$ cat config.mk
export PLATFORM = sky130hd
export DESIGN_NAME = dbi_codec
export DESIGN_NICKNAME = d
export VERILOG_FILES = /design/src/rtl/dbi_pkg.sv /design/src/rtl/dbi_group_enc.sv /design/src/rtl/dbi_group_dec.sv /design/src/rtl/dbi_codec.sv
export SDC_FILE = /design/constraint.sdc
export NUM_CORES = 1
export LEC_CHECK = 0
export CAP_MARGIN = 30
export CELL_PAD_IN_SITES_DETAIL_PLACEMENT = 2
export CELL_PAD_IN_SITES_GLOBAL_PLACEMENT = 2
export CORE_AREA = 5 5 192 148
export DETAILED_ROUTE_END_ITERATION = 10
export DIE_AREA = 0 0 197 153
export PLACE_DENSITY = 0.86
export SLEW_MARGIN = 10
export SYNTH_ARGS = -nofsm -noshare
export SYNTH_HDL_FRONTEND = slang
export SYNTH_HIERARCHICAL = 1
export SYNTH_SLANG_ARGS = --single-unit
$ cat constraint.sdc
create_clock -name clk -period 2.59 [get_ports clk]
set_clock_uncertainty 0.2 [all_clocks]
set_input_delay 0.518 -clock clk [delete_from_list [all_inputs] [get_ports clk]]
set_output_delay 0.518 -clock clk [all_outputs]
set_load 0.05 [all_outputs]
$ cat src/rtl/dbi_pkg.sv
package dbi_pkg;
  localparam int GROUP_W  = 16;
  localparam int N_GROUPS = 4;
  localparam int BUS_W    = GROUP_W * N_GROUPS;
  localparam int CNT_W    = $clog2(GROUP_W + 1);
  localparam int LOW_MAX  = GROUP_W / 2;

  // Number of wires that would be pulled low if the slice went out as is.
  function automatic logic [CNT_W-1:0] low_count(input logic [GROUP_W-1:0] d);
    logic [CNT_W-1:0] n;
    n = '0;
    for (int i = 0; i < GROUP_W; i++) n = n + CNT_W'(d[i]);
    return n;
  endfunction

  // Invert only when strictly more than half the wires would be low.
  function automatic logic invert_needed(input logic [CNT_W-1:0] n);
    return n > CNT_W'(LOW_MAX);
  endfunction
endpackage

$ cat src/rtl/dbi_group_enc.sv
module dbi_group_enc
  import dbi_pkg::*;
(
  input  logic [GROUP_W-1:0] data,
  output logic [GROUP_W-1:0] lvl,
  output logic               inv,
  output logic [CNT_W-1:0]   low_cnt
);
  always_comb begin
    low_cnt = low_count(data);
    inv     = invert_needed(low_cnt);
    // active low: plain drive is ~data; inverted drive is data
    lvl     = inv ? data : ~data;
  end
endmodule

$ cat src/rtl/dbi_group_dec.sv
module dbi_group_dec
  import dbi_pkg::*;
(
  input  logic [GROUP_W-1:0] lvl,
  input  logic               inv,
  output logic [GROUP_W-1:0] data
);
  always_comb data = inv ? lvl : ~lvl;
endmodule

$ cat src/rtl/dbi_codec.sv
module dbi_codec
  import dbi_pkg::*;
(
  input  logic               clk,
  input  logic               rst_n,
  input  logic               tx_valid,
  input  logic [BUS_W-1:0]   tx_data,
  output logic [BUS_W-1:0]   tx_lvl,
  output logic [N_GROUPS-1:0] tx_flag_n,
  input  logic               rx_valid,
  input  logic [BUS_W-1:0]   rx_lvl,
  input  logic [N_GROUPS-1:0] rx_flag_n,
  output logic [BUS_W-1:0]   rx_data
);
  logic [BUS_W-1:0]    enc_lvl;
  logic [N_GROUPS-1:0] enc_inv;
  logic [BUS_W-1:0]    dec_data;
  logic [CNT_W-1:0]    enc_cnt [N_GROUPS];

  for (genvar g = 0; g < N_GROUPS; g++) begin : g_slice
    localparam int LO = g * GROUP_W;

    dbi_group_enc u_enc (
      .data    (tx_data[LO +: GROUP_W]),
      .lvl     (enc_lvl[LO +: GROUP_W]),
      .inv     (enc_inv[g]),
      .low_cnt (enc_cnt[g])
    );

    dbi_group_dec u_dec (
      .lvl  (rx_lvl[LO +: GROUP_W]),
      .inv  (~rx_flag_n[g]),
      .data (dec_data[LO +: GROUP_W])
    );


    low_bound_chk: assert property (@(posedge clk) disable iff (!rst_n)
      ($countones(~tx_lvl[LO +: GROUP_W]) + int'(!tx_flag_n[g])) <= LOW_MAX);

    inv_above_chk: assert property (@(posedge clk) disable iff (!rst_n)
      (tx_valid && $countones(tx_data[LO +: GROUP_W]) > LOW_MAX) |=>
      (!tx_flag_n[g] && tx_lvl[LO +: GROUP_W] == $past(tx_data[LO +: GROUP_W])));

    plain_at_most_chk: assert property (@(posedge clk) disable iff (!rst_n)
      (tx_valid && $countones(tx_data[LO +: GROUP_W]) <= LOW_MAX) |=>
      (tx_flag_n[g] && tx_lvl[LO +: GROUP_W] == ~$past(tx_data[LO +: GROUP_W])));

    decode_rule_chk: assert property (@(posedge clk) disable iff (!rst_n)
      rx_valid |=> rx_data[LO +: GROUP_W] ==
        ($past(rx_flag_n[g]) ? ~$past(rx_lvl[LO +: GROUP_W])
                             :  $past(rx_lvl[LO +: GROUP_W])));
  end

  always_ff @(posedge clk or negedge rst_n) begin
    if (!rst_n) begin
      tx_lvl    <= '1;
      tx_flag_n <= '1;
    end else if (tx_valid) begin
      tx_lvl    <= enc_lvl;
      tx_flag_n <= ~enc_inv;
    end
  end

  always_ff @(posedge clk or negedge rst_n) begin
    if (!rst_n)        rx_data <= '0;
    else if (rx_valid) rx_data <= dec_data;
  end


  tx_hold_chk: assert property (@(posedge clk) disable iff (!rst_n)
    !tx_valid |=> ($stable(tx_lvl) && $stable(tx_flag_n)));

  rx_hold_chk: assert property (@(posedge clk) disable iff (!rst_n)
    !rx_valid |=> $stable(rx_data));
endmodule

==> flow_summary.html <==
<table>
<tr><th>Metric</th><th>Value</th></tr>
<tr><th colspan="2">Worst setup path</th></tr>
<tr><td>Kind of critical path</td><td>input pin to register</td></tr>
<tr><td>CP startpoint kind</td><td>input pin</td></tr>
<tr><td>Crit path max fanout</td><td>8</td></tr>
<tr><td>Data required time of the critical path</td><td>~2800 ps</td></tr>
<tr><td>Critical path arrival</td><td>between 5000 and 6000 ps</td></tr>
<tr><td>Element type at the critical path end</td><td>register</td></tr>
<tr><th colspan="2">Min path</th></tr>
<tr><td>Tightest Hold Check Type</td><td>register to register</td></tr>
<tr><th colspan="2">Pwr</th></tr>
<tr><td>Pwr Total</td><td>20.6 mW</td></tr>
<tr><td>Combinational share of power</td><td>just under 70%</td></tr>
<tr><td>Pwr/cell area</td><td>between 1500 and 2000 nW/um2</td></tr>
<tr><td>Switching power share of the total</td><td>42.9%</td></tr>
<tr><td>Power spent charging and discharging nets</td><td>8.82 mW</td></tr>
<tr><td>Clock network fraction of design power</td><td>a little over an eighth</td></tr>
<tr><td>Static Leak</td><td>6.09 nW</td></tr>
<tr><td>Worst IR drop on VDD</td><td>0.000902 V</td></tr>
<tr><td>Total internal power</td><td>11.7 mW</td></tr>
<tr><td>Portion of total power attributed to sequential cells</td><td>a little under a fifth</td></tr>
<tr><th colspan="2">GRT</th></tr>
<tr><td>All-layer global routing usage</td><td>about a fifth</td></tr>
<tr><td>Maximum number of pins on one net before global-route repair</td><td>70</td></tr>
<tr><td>First-pass GRT wire length</td><td>a little under 50000 um</td></tr>
<tr><td>Number of global-route vias before repair</td><td>7523</td></tr>
<tr><td>Number of antenna violations at the first check in global routing</td><td>2</td></tr>
<tr><td>Leftover overflow at the end of global routing</td><td>0</td></tr>
<tr><th colspan="2">Route</th></tr>
<tr><td>Detailed-route vias per instance</td><td>4.54</td></tr>
<tr><td>Number of iterations in the first detailed-routing pass</td><td>4</td></tr>
<tr><td>Post-DR wirelength/cell</td><td>24.0 um</td></tr>
<tr><td>Count of vias placed by the detailed router</td><td>6219</td></tr>
<tr><td>Total wirelength of the detailed-routed design</td><td>about 33000 um</td></tr>
<tr><td>Drc violations</td><td>0</td></tr>
<tr><td>Iteration-0 DRC Markers</td><td>approximately 150</td></tr>
<tr><td>Final ANT Viol Nets</td><td>0</td></tr>
<tr><th colspan="2">Finish</th></tr>
<tr><td>Final core utilization</td><td>51.5%</td></tr>
<tr><td>Number of standard cells in the final layout excluding fillers</td><td>1370</td></tr>
<tr><td>Share of layout cells above drive strength 1</td><td>44.2%</td></tr>
<tr><td>Cell area after layout</td><td>approximately 14000 um2</td></tr>
<tr><td>Relative area change from synthesis to final layout</td><td>61.4%</td></tr>
<tr><td>Nets</td><td>1221</td></tr>
<tr><th colspan="2">Clock tree</th></tr>
<tr><td>Number of buffers inserted during clock tree synthesis</td><td>17</td></tr>
<tr><td>Number of levels in the clock H-tree</td><td>4</td></tr>
<tr><td>CTS tree</td><td>yes</td></tr>
<tr><td>Worst-path clk slew</td><td>60 ps</td></tr>
<tr><td>Count of clock tree sinks</td><td>approximately 130</td></tr>
<tr><td>Maximum clock path buffer count</td><td>2</td></tr>
<tr><td>Clock latency at the later pin of the worst-skew pair</td><td>430 ps</td></tr>
<tr><td>Root buf cell</td><td>clkbuf_16</td></tr>
<tr><th colspan="2">Timing</th></tr>
<tr><td>Time the worst path needs with I/O delays and setup</td><td>5060 ps</td></tr>
<tr><td>Final Max Slew Viols</td><td>0</td></tr>
<tr><td>Final worst slack</td><td>-2470 ps</td></tr>
<tr><td>Transition time at the pin with the least slew margin</td><td>a little under 900 ps</td></tr>
<tr><td>Final-layout worst hold slack</td><td>268 ps</td></tr>
<tr><td>Total of endpoints with negative setup slack in the final report</td><td>68</td></tr>
<tr><td>Final hold vios</td><td>0</td></tr>
<tr><td>Maximum frequency from static timing analysis</td><td>0.198 GHz</td></tr>
<tr><td>Final period utilization</td><td>195%</td></tr>
<tr><td>Setup repair after global routing missed its margin</td><td>true</td></tr>
<tr><td>Worst slew slack as a fraction of its limit</td><td>41.5%</td></tr>
<tr><td>Fin Setup TNS</td><td>-161590 ps</td></tr>
<tr><th colspan="2">Place</th></tr>
<tr><td>Post-Place Worst Slack</td><td>-3270 ps</td></tr>
<tr><td>Cell count after placement</td><td>between 1k and 1.5k</td></tr>
<tr><td>Area after detailed placement</td><td>12000 um2</td></tr>
<tr><td>Count of buffers inserted at the top-level ports</td><td>around 270</td></tr>
<tr><td>Placer congestion estimate</td><td>0.770</td></tr>
<tr><td>Post-detailed-placement half-perimeter wirelength</td><td>21400 um</td></tr>
<tr><th colspan="2">Floorplan</th></tr>
<tr><td>Row count</td><td>52</td></tr>
<tr><td>Die area</td><td>30100 um2</td></tr>
<tr><td>Core footprint</td><td>26400 um2</td></tr>
<tr><td>Ports</td><td>268</td></tr>
<tr><td>Die span in x</td><td>197 um</td></tr>
<tr><td>Height of the chip</td><td>153 um</td></tr>
<tr><td>Starting Density</td><td>31.9%</td></tr>
<tr><th colspan="2">Logic synthesis</th></tr>
<tr><td>Number of instances in the synthesized netlist</td><td>655</td></tr>
<tr><td>Syn avg cell area</td><td>12.9 um2</td></tr>
<tr><td>Total nets after synthesis</td><td>slightly below 900</td></tr>
<tr><td>Synthesis Warnings</td><td>6</td></tr>
<tr><td>Post-synthesis cell area</td><td>roughly 8400 um2</td></tr>
<tr><th colspan="2">Run status</th></tr>
<tr><td>Violated checks</td><td>setup timing</td></tr>
<tr><td>Status</td><td>finished, violations left</td></tr>
<tr><th colspan="2">Run</th></tr>
<tr><td>Number of max-cap violations</td><td>0</td></tr>
</table>
-- registers in the layout (all words and copies together) (netlist names) --
| signal | count |
|---|---|
| tx_flag_n | 4 |
| rx_data | 64 |
| tx_lvl | 64 |
-- worst max-delay path: stages --
cell and delay, ps:
buf_8 90, inv_12 30, fa_1 580, inv_2 70, ha_4 270, inv_2 40
fa_1 570, fa_1 460, fa_1 530, fa_2 390, fa_2 590, a31oi_4 80
o21a_2 220, a31oi_4 230, buf_12 210, xnor2_2 80, mux2_4 260
-- final cells by class --
class | instances | area, um2
fill | 2522 | 12800
multi-input combinational | 385 | 5140
timing repair buffer | 358 | 3520
sequential | 132 | 3390
inverter | 111 | 479
clock buffer | 20 | 447
tap | 351 | 439
clock inverter | 12 | 180
antenna | 1 | 2.50
-- power groups by stage --
| stage | clock, mW | combinational, mW | sequential [mW] |
|---|---|---|---|
| global placement | 0 | 10.4 | 3.61 |
| floorplan | 0 | 4.91 | 6.16 |
| finish | 2.67 | 14.2 | 3.72 |
| global route | 2.86 | 14.8 | 3.82 |
| CTS | 2.73 | 13.3 | 3.68 |
| detailed placement | 0 | 10.8 | 3.67 |
-- placed cells by master (no fill, tap or decap), types with 6 or more instances in the layout --
cell and n:
buf_4 74, xor2_1 7, xnor2_1 66, xor2_2 9, nand2b_1 8, mux2_2 66, fa_2 9, buf_8 7
dfstp_2 68, fa_1 35, clkbuf_16 17, dfrtp_1 64, clkdlybuf4s50_1 228, xnor2_4 9, mux2_4 62, inv_1 75
ha_1 32, buf_6 11, inv_2 27, dlygate4sd2_1 22, a31oi_4 6, buf_12 11, xnor2_2 37
-- layer usage --
layer | track usage [%] | share of wire (%) | vias to the layer above | wire, um
met5 | 0 | 0.039 | - | 13
met4 | 5.08 | 1.9 | 2 | 628
met3 | 3.79 | 2.8 | 38 | 909
met2 | 42.0 | 58 | 123 | 19000
met1 | 23.6 | 38 | 3295 | 12400
li1 | - | - | 2761 | -
-- worst paths after layout --
path                                           from                        to  slack, ps  cells past startpoint
hold / removal             tx_flag_n[3]$_DFFE_PN1P_  tx_flag_n[3]$_DFFE_PN1P_        270                      2
min in group asynchronous                     rst_n   rx_data[37]$_DFFE_PN0P_        360                      2
max in group asynchronous                     rst_n    tx_lvl[51]$_DFFE_PN1P_       1130                      3
setup reg to reg            rx_data[33]$_DFFE_PN0P_   rx_data[33]$_DFFE_PN0P_       1590                      1
hold reg to reg            tx_flag_n[3]$_DFFE_PN1P_  tx_flag_n[3]$_DFFE_PN1P_        270                      2
setup / recovery                        tx_data[32]    tx_lvl[33]$_DFFE_PN1P_      -2470                     17
-- timing repair --
action / CTS / global route
hold buffers: 1 / 0
pin swaps: 56 / 49
cloned: 3 / 0
setup endpoints to repair: 68 / 69
endpoints found under the hold margin: 29 / 0
resized for setup: 192 / 72
setup buffers: 12 / 3
Power figures use the tool's default switching activity.
